**src/rtl/wbc_pkg.sv**
```systemverilog
package wbc_pkg;
  typedef enum logic [2:0] {
    ST_IDLE,
    ST_CMP,
    ST_WB,
    ST_ALLOC,
    ST_RESP
  } wbc_state_e;
endpackage

```
**src/rtl/wbc_tag_store.sv**
```systemverilog
module wbc_tag_store #(
  parameter int IDX_W = 4,
  parameter int TAG_W = 6
) (
  input  logic             clk,
  input  logic             rst_n,
  input  logic [IDX_W-1:0] idx,
  output logic             line_valid,
  output logic             line_dirty,
  output logic [TAG_W-1:0] line_tag,
  input  logic             fill_en,
  input  logic [TAG_W-1:0] fill_tag,
  input  logic             fill_dirty,
  input  logic             mark_dirty
);
  localparam int LINES = 1 << IDX_W;

  logic [LINES-1:0] vld_q;
  logic [LINES-1:0] dty_q;
  logic [TAG_W-1:0] tag_q [LINES];

  always_ff @(posedge clk or negedge rst_n) begin
    if (!rst_n) begin
      vld_q <= '0;
      dty_q <= '0;
    end else if (fill_en) begin
      vld_q[idx] <= 1'b1;
      dty_q[idx] <= fill_dirty;
    end else if (mark_dirty) begin
      dty_q[idx] <= 1'b1;
    end
  end

  always_ff @(posedge clk) begin
    if (fill_en) tag_q[idx] <= fill_tag;
  end

  assign line_valid = vld_q[idx];
  assign line_dirty = dty_q[idx];
  assign line_tag   = tag_q[idx];

  // a fill leaves the line valid with the requested dirty state
  a_r6_fill_valid: assert property (@(posedge clk) disable iff (!rst_n)
    fill_en |=> vld_q[$past(idx)]);
  a_r7_fill_dirty: assert property (@(posedge clk) disable iff (!rst_n)
    fill_en |=> (dty_q[$past(idx)] == $past(fill_dirty)));
  // store hit marks the line dirty
  a_r3_mark_dirty: assert property (@(posedge clk) disable iff (!rst_n)
    mark_dirty |=> dty_q[$past(idx)]);
endmodule

```
**src/rtl/wbc_data_store.sv**
```systemverilog
module wbc_data_store #(
  parameter int IDX_W  = 4,
  parameter int DATA_W = 32
) (
  input  logic              clk,
  input  logic              we,
  input  logic [IDX_W-1:0]  idx,
  input  logic [DATA_W-1:0] wdata,
  output logic [DATA_W-1:0] rdata
);
  localparam int LINES = 1 << IDX_W;

  logic [DATA_W-1:0] mem_q [LINES];

  always_ff @(posedge clk) begin
    if (we) mem_q[idx] <= wdata;
  end

  assign rdata = mem_q[idx];
endmodule

```
**src/rtl/wbc_fsm.sv**
```systemverilog
module wbc_fsm
  import wbc_pkg::*;
(
  input  logic       clk,
  input  logic       rst_n,
  input  logic       cpu_req_valid,
  input  logic       req_write,
  input  logic       hit,
  input  logic       victim_dirty,
  input  logic       mem_req_ready,
  input  logic       mem_rvalid,
  output wbc_state_e state,
  output logic       cpu_req_ready,
  output logic       latch_en,
  output logic       mark_dirty,
  output logic       fill_en,
  output logic       mem_req_valid,
  output logic       mem_req_write,
  output logic       resp_valid
);
  wbc_state_e st_q, st_d;
  logic       rd_issued_q;

  always_comb begin
    st_d          = st_q;
    cpu_req_ready = 1'b0;
    latch_en      = 1'b0;
    mark_dirty    = 1'b0;
    fill_en       = 1'b0;
    mem_req_valid = 1'b0;
    mem_req_write = 1'b0;
    resp_valid    = 1'b0;
    unique case (st_q)
      ST_IDLE: begin
        cpu_req_ready = 1'b1;
        latch_en      = cpu_req_valid;
        if (cpu_req_valid) st_d = ST_CMP;
      end
      ST_CMP: begin
        if (hit) begin
          mark_dirty = req_write;
          st_d       = ST_RESP;
        end else if (victim_dirty) begin
          st_d = ST_WB;
        end else begin
          st_d = ST_ALLOC;
        end
      end
      ST_WB: begin
        mem_req_valid = 1'b1;
        mem_req_write = 1'b1;
        if (mem_req_ready) st_d = ST_ALLOC;
      end
      ST_ALLOC: begin
        mem_req_valid = !rd_issued_q;
        if (rd_issued_q && mem_rvalid) begin
          fill_en = 1'b1;
          st_d    = ST_RESP;
        end
      end
      ST_RESP: begin
        resp_valid = 1'b1;
        st_d       = ST_IDLE;
      end
      default: st_d = ST_IDLE;
    endcase
  end

  always_ff @(posedge clk or negedge rst_n) begin
    if (!rst_n) begin
      st_q        <= ST_IDLE;
      rd_issued_q <= 1'b0;
    end else begin
      st_q <= st_d;
      if (st_q == ST_ALLOC && mem_req_valid && mem_req_ready)
        rd_issued_q <= 1'b1;
      else if (fill_en)
        rd_issued_q <= 1'b0;
    end
  end

  assign state = st_q;

  // a hit goes straight to the response with no memory request
  a_r2_hit_quiet: assert property (@(posedge clk) disable iff (!rst_n)
    (st_q == ST_CMP && hit) |=> (!mem_req_valid && resp_valid));
  // one response strobe per request
  a_r8_resp_pulse: assert property (@(posedge clk) disable iff (!rst_n)
    resp_valid |=> !resp_valid);
endmodule

```
**src/rtl/wbc_cache_top.sv**
```systemverilog
module wbc_cache_top
  import wbc_pkg::*;
#(
  parameter int TAG_W  = 6,
  parameter int IDX_W  = 4,
  parameter int DATA_W = 32
) (
  input  logic                   clk,
  input  logic                   rst_n,
  input  logic                   cpu_req_valid,
  output logic                   cpu_req_ready,
  input  logic                   cpu_req_write,
  input  logic [TAG_W+IDX_W-1:0] cpu_req_addr,
  input  logic [DATA_W-1:0]      cpu_req_wdata,
  output logic                   cpu_resp_valid,
  output logic [DATA_W-1:0]      cpu_resp_rdata,
  output logic                   mem_req_valid,
  input  logic                   mem_req_ready,
  output logic                   mem_req_write,
  output logic [TAG_W+IDX_W-1:0] mem_req_addr,
  output logic [DATA_W-1:0]      mem_req_wdata,
  input  logic                   mem_rvalid,
  input  logic [DATA_W-1:0]      mem_rdata
);
  localparam int ADDR_W = TAG_W + IDX_W;

  logic [ADDR_W-1:0] req_addr_q;
  logic              req_write_q;
  logic [DATA_W-1:0] req_wdata_q;

  logic [IDX_W-1:0]  req_idx;
  logic [TAG_W-1:0]  req_tag;
  logic              line_valid, line_dirty;
  logic [TAG_W-1:0]  line_tag;
  logic              hit, victim_dirty;
  logic              latch_en, mark_dirty, fill_en;
  logic              data_we;
  logic [DATA_W-1:0] data_wr, data_rd;
  wbc_state_e        state;

  assign req_idx = req_addr_q[IDX_W-1:0];
  assign req_tag = req_addr_q[ADDR_W-1:IDX_W];

  always_ff @(posedge clk or negedge rst_n) begin
    if (!rst_n) begin
      req_addr_q  <= '0;
      req_write_q <= 1'b0;
      req_wdata_q <= '0;
    end else if (latch_en) begin
      req_addr_q  <= cpu_req_addr;
      req_write_q <= cpu_req_write;
      req_wdata_q <= cpu_req_wdata;
    end
  end

  wbc_tag_store #(.IDX_W(IDX_W), .TAG_W(TAG_W)) u_tags (
    .clk        (clk),
    .rst_n      (rst_n),
    .idx        (req_idx),
    .line_valid (line_valid),
    .line_dirty (line_dirty),
    .line_tag   (line_tag),
    .fill_en    (fill_en),
    .fill_tag   (req_tag),
    .fill_dirty (req_write_q),
    .mark_dirty (mark_dirty)
  );

  assign hit          = line_valid && (line_tag == req_tag);
  assign victim_dirty = line_valid && line_dirty;

  assign data_we = mark_dirty || fill_en;
  assign data_wr = (fill_en && !req_write_q) ? mem_rdata : req_wdata_q;

  wbc_data_store #(.IDX_W(IDX_W), .DATA_W(DATA_W)) u_data (
    .clk   (clk),
    .we    (data_we),
    .idx   (req_idx),
    .wdata (data_wr),
    .rdata (data_rd)
  );

  wbc_fsm u_fsm (
    .clk           (clk),
    .rst_n         (rst_n),
    .cpu_req_valid (cpu_req_valid),
    .req_write     (req_write_q),
    .hit           (hit),
    .victim_dirty  (victim_dirty),
    .mem_req_ready (mem_req_ready),
    .mem_rvalid    (mem_rvalid),
    .state         (state),
    .cpu_req_ready (cpu_req_ready),
    .latch_en      (latch_en),
    .mark_dirty    (mark_dirty),
    .fill_en       (fill_en),
    .mem_req_valid (mem_req_valid),
    .mem_req_write (mem_req_write),
    .resp_valid    (cpu_resp_valid)
  );

  assign mem_req_addr   = mem_req_write ? {line_tag, req_idx} : req_addr_q;
  assign mem_req_wdata  = data_rd;
  assign cpu_resp_rdata = data_rd;

  // a write-back is only issued for a valid dirty victim
  a_r5_wb_only_dirty: assert property (@(posedge clk) disable iff (!rst_n)
    (mem_req_valid && mem_req_write) |-> (line_valid && line_dirty));
  // a stalled memory request holds its fields
  a_r9_req_hold: assert property (@(posedge clk) disable iff (!rst_n)
    (mem_req_valid && !mem_req_ready) |=>
      (mem_req_valid && $stable(mem_req_addr) && $stable(mem_req_write)
       && $stable(mem_req_wdata)));
  // no new request is taken while a response is pending
  a_r8_stall_busy: assert property (@(posedge clk) disable iff (!rst_n)
    (state == ST_WB || state == ST_ALLOC) |-> !cpu_req_ready);
endmodule

```
**config.mk**
```make
export PLATFORM = sky130hd
export DESIGN_NAME = wbc_cache_top
export DESIGN_NICKNAME = d
export VERILOG_FILES = /design/src/rtl/wbc_pkg.sv /design/src/rtl/wbc_tag_store.sv /design/src/rtl/wbc_data_store.sv /design/src/rtl/wbc_fsm.sv /design/src/rtl/wbc_cache_top.sv
export SDC_FILE = /design/constraint.sdc
export NUM_CORES = 1
export LEC_CHECK = 0
export BUFFER_PORTS_ARGS = -buffer_cell sky130_fd_sc_hd__buf_2
export CORE_MARGIN = 2
export CORE_UTILIZATION = 46
export DETAILED_ROUTE_END_ITERATION = 16
export PLACE_DENSITY = 0.63
export REMOVE_ABC_BUFFERS = 1
export SLEW_MARGIN = 20
export SYNTH_ARGS = -nofsm -noshare
export SYNTH_HDL_FRONTEND = slang
export SYNTH_SLANG_ARGS = --single-unit
```
**constraint.sdc**
```tcl
create_clock -name clk -period 6.05 [get_ports clk]
set_input_delay 1.21 -clock clk [delete_from_list [all_inputs] [get_ports clk]]
set_output_delay 1.21 -clock clk [all_outputs]
set_load 0.005 [all_outputs]
```
==> flow_summary.json <==
{
  "finalNonFillerCells": 2279,
  "swShare_pct": 30.2,
  "cp_num_buf_inv": 2,
  "place.gp.congestion": 0.766,
  "synth-warning-count": 0,
  "slew_headroom_pct": 25.8,
  "synth-seq-area-share_pct": 73.8,
  "rr_endpoint": "u_data.mem_q[14][2]",
  "path_delay_family": "multiplexers",
  "wirelength_mm": 57.8,
  "drv_slew": 0,
  "clock_latency_ns": 0.61,
  "synth_fa_ha_area_share_pct": 0,
  "status": "finished, final reports clean",
  "end_kind": "output pin",
  "finalCritPeriodShare_pct": 82.7,
  "setup_tns_ns": 0,
  "fin_crit_ns": 5.00,
  "synthMuxAreaShare_pct": 19.4,
  "cts_tree": "done",
  "synth-xor-area-share_pct": 0.128,
  "fin_area_sq_um": 31300,
  "hold_end": "u_tags.vld_q[14]",
  "grt_pass1_wl_mm": 86.8,
  "p_sw_uw": 4710,
  "grt.total_usage_pct": 19.4,
  "async_flop_share_pct": 11.5,
  "crit_fanout": 43,
  "core-area_sq_um": 58900,
  "antenna_found_initial": 0,
  "cp.depth": 4,
  "syn-mean-instance-area_sq_um": 21.2,
  "vias_per_cell": 5.71,
  "p_comb_share_pct": 29.0,
  "grt_max_degree": 102,
  "synth_ff_type": "edfxtp_1",
  "cts.sinks": 687,
  "clock_skew_ns": 0.0170,
  "synth_edf_count": 608,
  "holdBufCountCts": 0,
  "tightestPinTransition_ns": 1.11,
  "cp-startpoint": "req_addr_q[0]",
  "worst-r2r-cell-count": 7,
  "max_cap_violations": 0,
  "drt_pass1_iterations": 5,
  "start_util_pct": 46.5,
  "intPower_uw": 10900,
  "worst_slack_ns": 1.05,
  "clk_pin_slew_worst_paths_ns": 0.06,
  "place_ws_ns": 1.32,
  "fmax_mhz": 200,
  "start_kind": "register",
  "synth_cell_types": 42,
  "clockBufferDepth": 3,
  "synth_compound_area_share_pct": 1.90,
  "post-place-cells": 2146,
  "fillers": 4508,
  "gr-total-overflow": 0,
  "rsz0062_at_grt": "no",
  "cts_setup_buffers": 0,
  "hold_class": "reg2reg",
  "num-nets-final": 1528,
  "hold_slack_ns": 0.465,
  "die_x_um": 248,
  "cts_resized": 0,
  "root_buffer": "clkbuf_16",
  "routedWlPerCell_um": 25.4,
  "crit_top_cell": "mux4_2",
  "synthSimpleGateAreaFrac_pct": 2.49,
  "synth_top_family_by_area": "multiplexers",
  "portBuffers": 157,
  "diodes": 0,
  "hp-start": "u_tags.vld_q[14]",
  "vdd_ir_drop_max_mv": 0.305,
  "power.density_nw_per_um2": 499,
  "synth_seq_cells": 687,
  "hold_violations": 0,
  "place_area_sq_um": 28900,
  "clock_power_share_pct": 27.7,
  "seqPwrFrac_pct": 43.2,
  "reg2reg_slack_ns": 1.39,
  "netlist_area_sq_um": 27400,
  "drc_errors": 0,
  "min_path_cells": 1,
  "drive_gt1_share_pct": 40.5,
  "cts.htree.levels": 3,
  "syn_inst": 1295,
  "p_leak_uw": 0.0105,
  "die_height_um": 248,
  "reg2reg_from": "req_addr_q[3]",
  "die-area_sq_um": 61500,
  "finalSetupViolations": 0,
  "ant_nets": 0,
  "cp_cell_sequence": "buf_4, mux4_2, mux4_2, buf_2",
  "cpMaxStageDelayCell": "dfrtp_4",
  "ios": 158,
  "grt_pass1_vias": 13500,
  "rows": 89,
  "max_stage_delay_ns": 1.00,
  "numCtsBuffers": 72,
  "dp_hpwl_mm": 32.6,
  "arrival_ns": 3.79,
  "cp.required_ns": 4.84,
  "vias": 13000,
  "drt_iter0_markers": 1014,
  "critical_path_class": "reg2out",
  "syn2layout_area_growth_pct": 14.1
}
==> metrics by stage <==
| step | util (%) | total power [uW] |
|---|---|---|
| final | 53.1 | 15600 |
| after global routing | 53.1 | 16400 |
| after CTS | 53.0 | 15800 |
| after detailed placement | 49.1 | 11500 |
| after global placement | 49.1 | 11300 |
| after floorplan | - | 10100 |
==> synthesized netlist by cell type, types with 8 or more instances <==
library cell | n | area (sq um)
nor3_1 | 8 | 40.0
buf_2 | 17 | 85.1
mux2_2 | 84 | 946
or2_2 | 18 | 113
dfrtp_1 | 79 | 1980
o21bai_1 | 16 | 120
mux4_2 | 188 | 4230
nor3_2 | 10 | 100
buf_4 | 36 | 270
nor2_1 | 43 | 161
clkbuf_1 | 33 | 124
mux2i_1 | 11 | 110
edfxtp_1 | 608 | 18300
o21ai_0 | 25 | 125
buf_1 | 15 | 56.3
nand2_1 | 21 | 78.8
a21oi_1 | 21 | 105
==> routing by layer <==
metal / up-vias / global-route usage, % / part of all wire, %
li1: 5598 / - / -
met1: 6974 / 28.2 / 45
met2: 371 / 30.3 / 48
met3: 79 / 3.23 / 5.3
met4: 0 / 6.27 / 2.2
met5: - / 0 / 0
==> area by class of cell <==
class / instances / area [sq um] / share of cell area [%]
well taps: 773 / 967 / 3.09
multi-input cells: 498 / 6650 / 21.3
clock inverters: 43 / 395 / 1.26
inverters: 3 / 11.3 / 0.0360
clock buffers: 89 / 1940 / 6.20
repair buffers: 186 / 1050 / 3.36
flip-flops and latches: 687 / 20200 / 64.8
==> flip-flops by register name, indices dropped and copies added (netlist names) <==
signal	count
u_tags.dty_q	16
u_tags.tag_q	96
req_wdata_q	32
u_data.mem_q	512
u_fsm.state	3
u_tags.vld_q	16
req_write_q	1
u_fsm.rd_issued_q	1
req_addr_q	10
==> power groups by stage <==
stage	Clock, uW	Combinational (uW)	Sequential [uW]
2_1_floorplan	0	3140	6930
3_3_place_gp	0	4460	6890
3_5_place_dp	0	4540	6920
4_1_cts	4430	4560	6820
5_1_grt	4610	4950	6810
6_report	4320	4530	6730
==> cells by family after synthesis <==
kind of cell	after synthesis
flops	687
mux	284
simple gates	130
buf+inv	110
compound gates	80
xor+xnor	4
==> worst reg2reg max path, cell delays in order (launching register included) <==
cell      delay, ns
dfrtp_4        1.14
nor2b_1        0.26
a221oi_1       0.57
mux2_2         0.41
nor4_2         0.44
a41oi_4        0.55
nor3_4         0.32
buf_4          0.56
==> worst max path at each step <==
| stage | end | slack (ns) |
|---|---|---|
| after floorplan | u_data.mem_q[3][0] | -4.24 |
| after global placement | u_data.mem_q[8][15] | 1.43 |
| after detailed placement | u_data.mem_q[3][15] | 1.32 |
| after CTS | cpu_resp_rdata[1] | 0.96 |
| after global routing | cpu_resp_rdata[21] | 0.80 |
| final | mem_req_wdata[1] | 1.05 |
==> cells in the final DEF (no fill, tap or decap), types with 21 or more instances in the layout <==
master     synthesis  layout
edfxtp_1         608     608
mux4_2           188     188
buf_2             17     156
mux2_2            84      84
dfrtp_1           79      75
clkbuf_16          0      74
nor2_1            43      43
buf_4             36      27
o21ai_0           25      25
a21oi_1           21      21
nand2_1           21      21
Note: power is estimated with default switching activity, not from simulation.
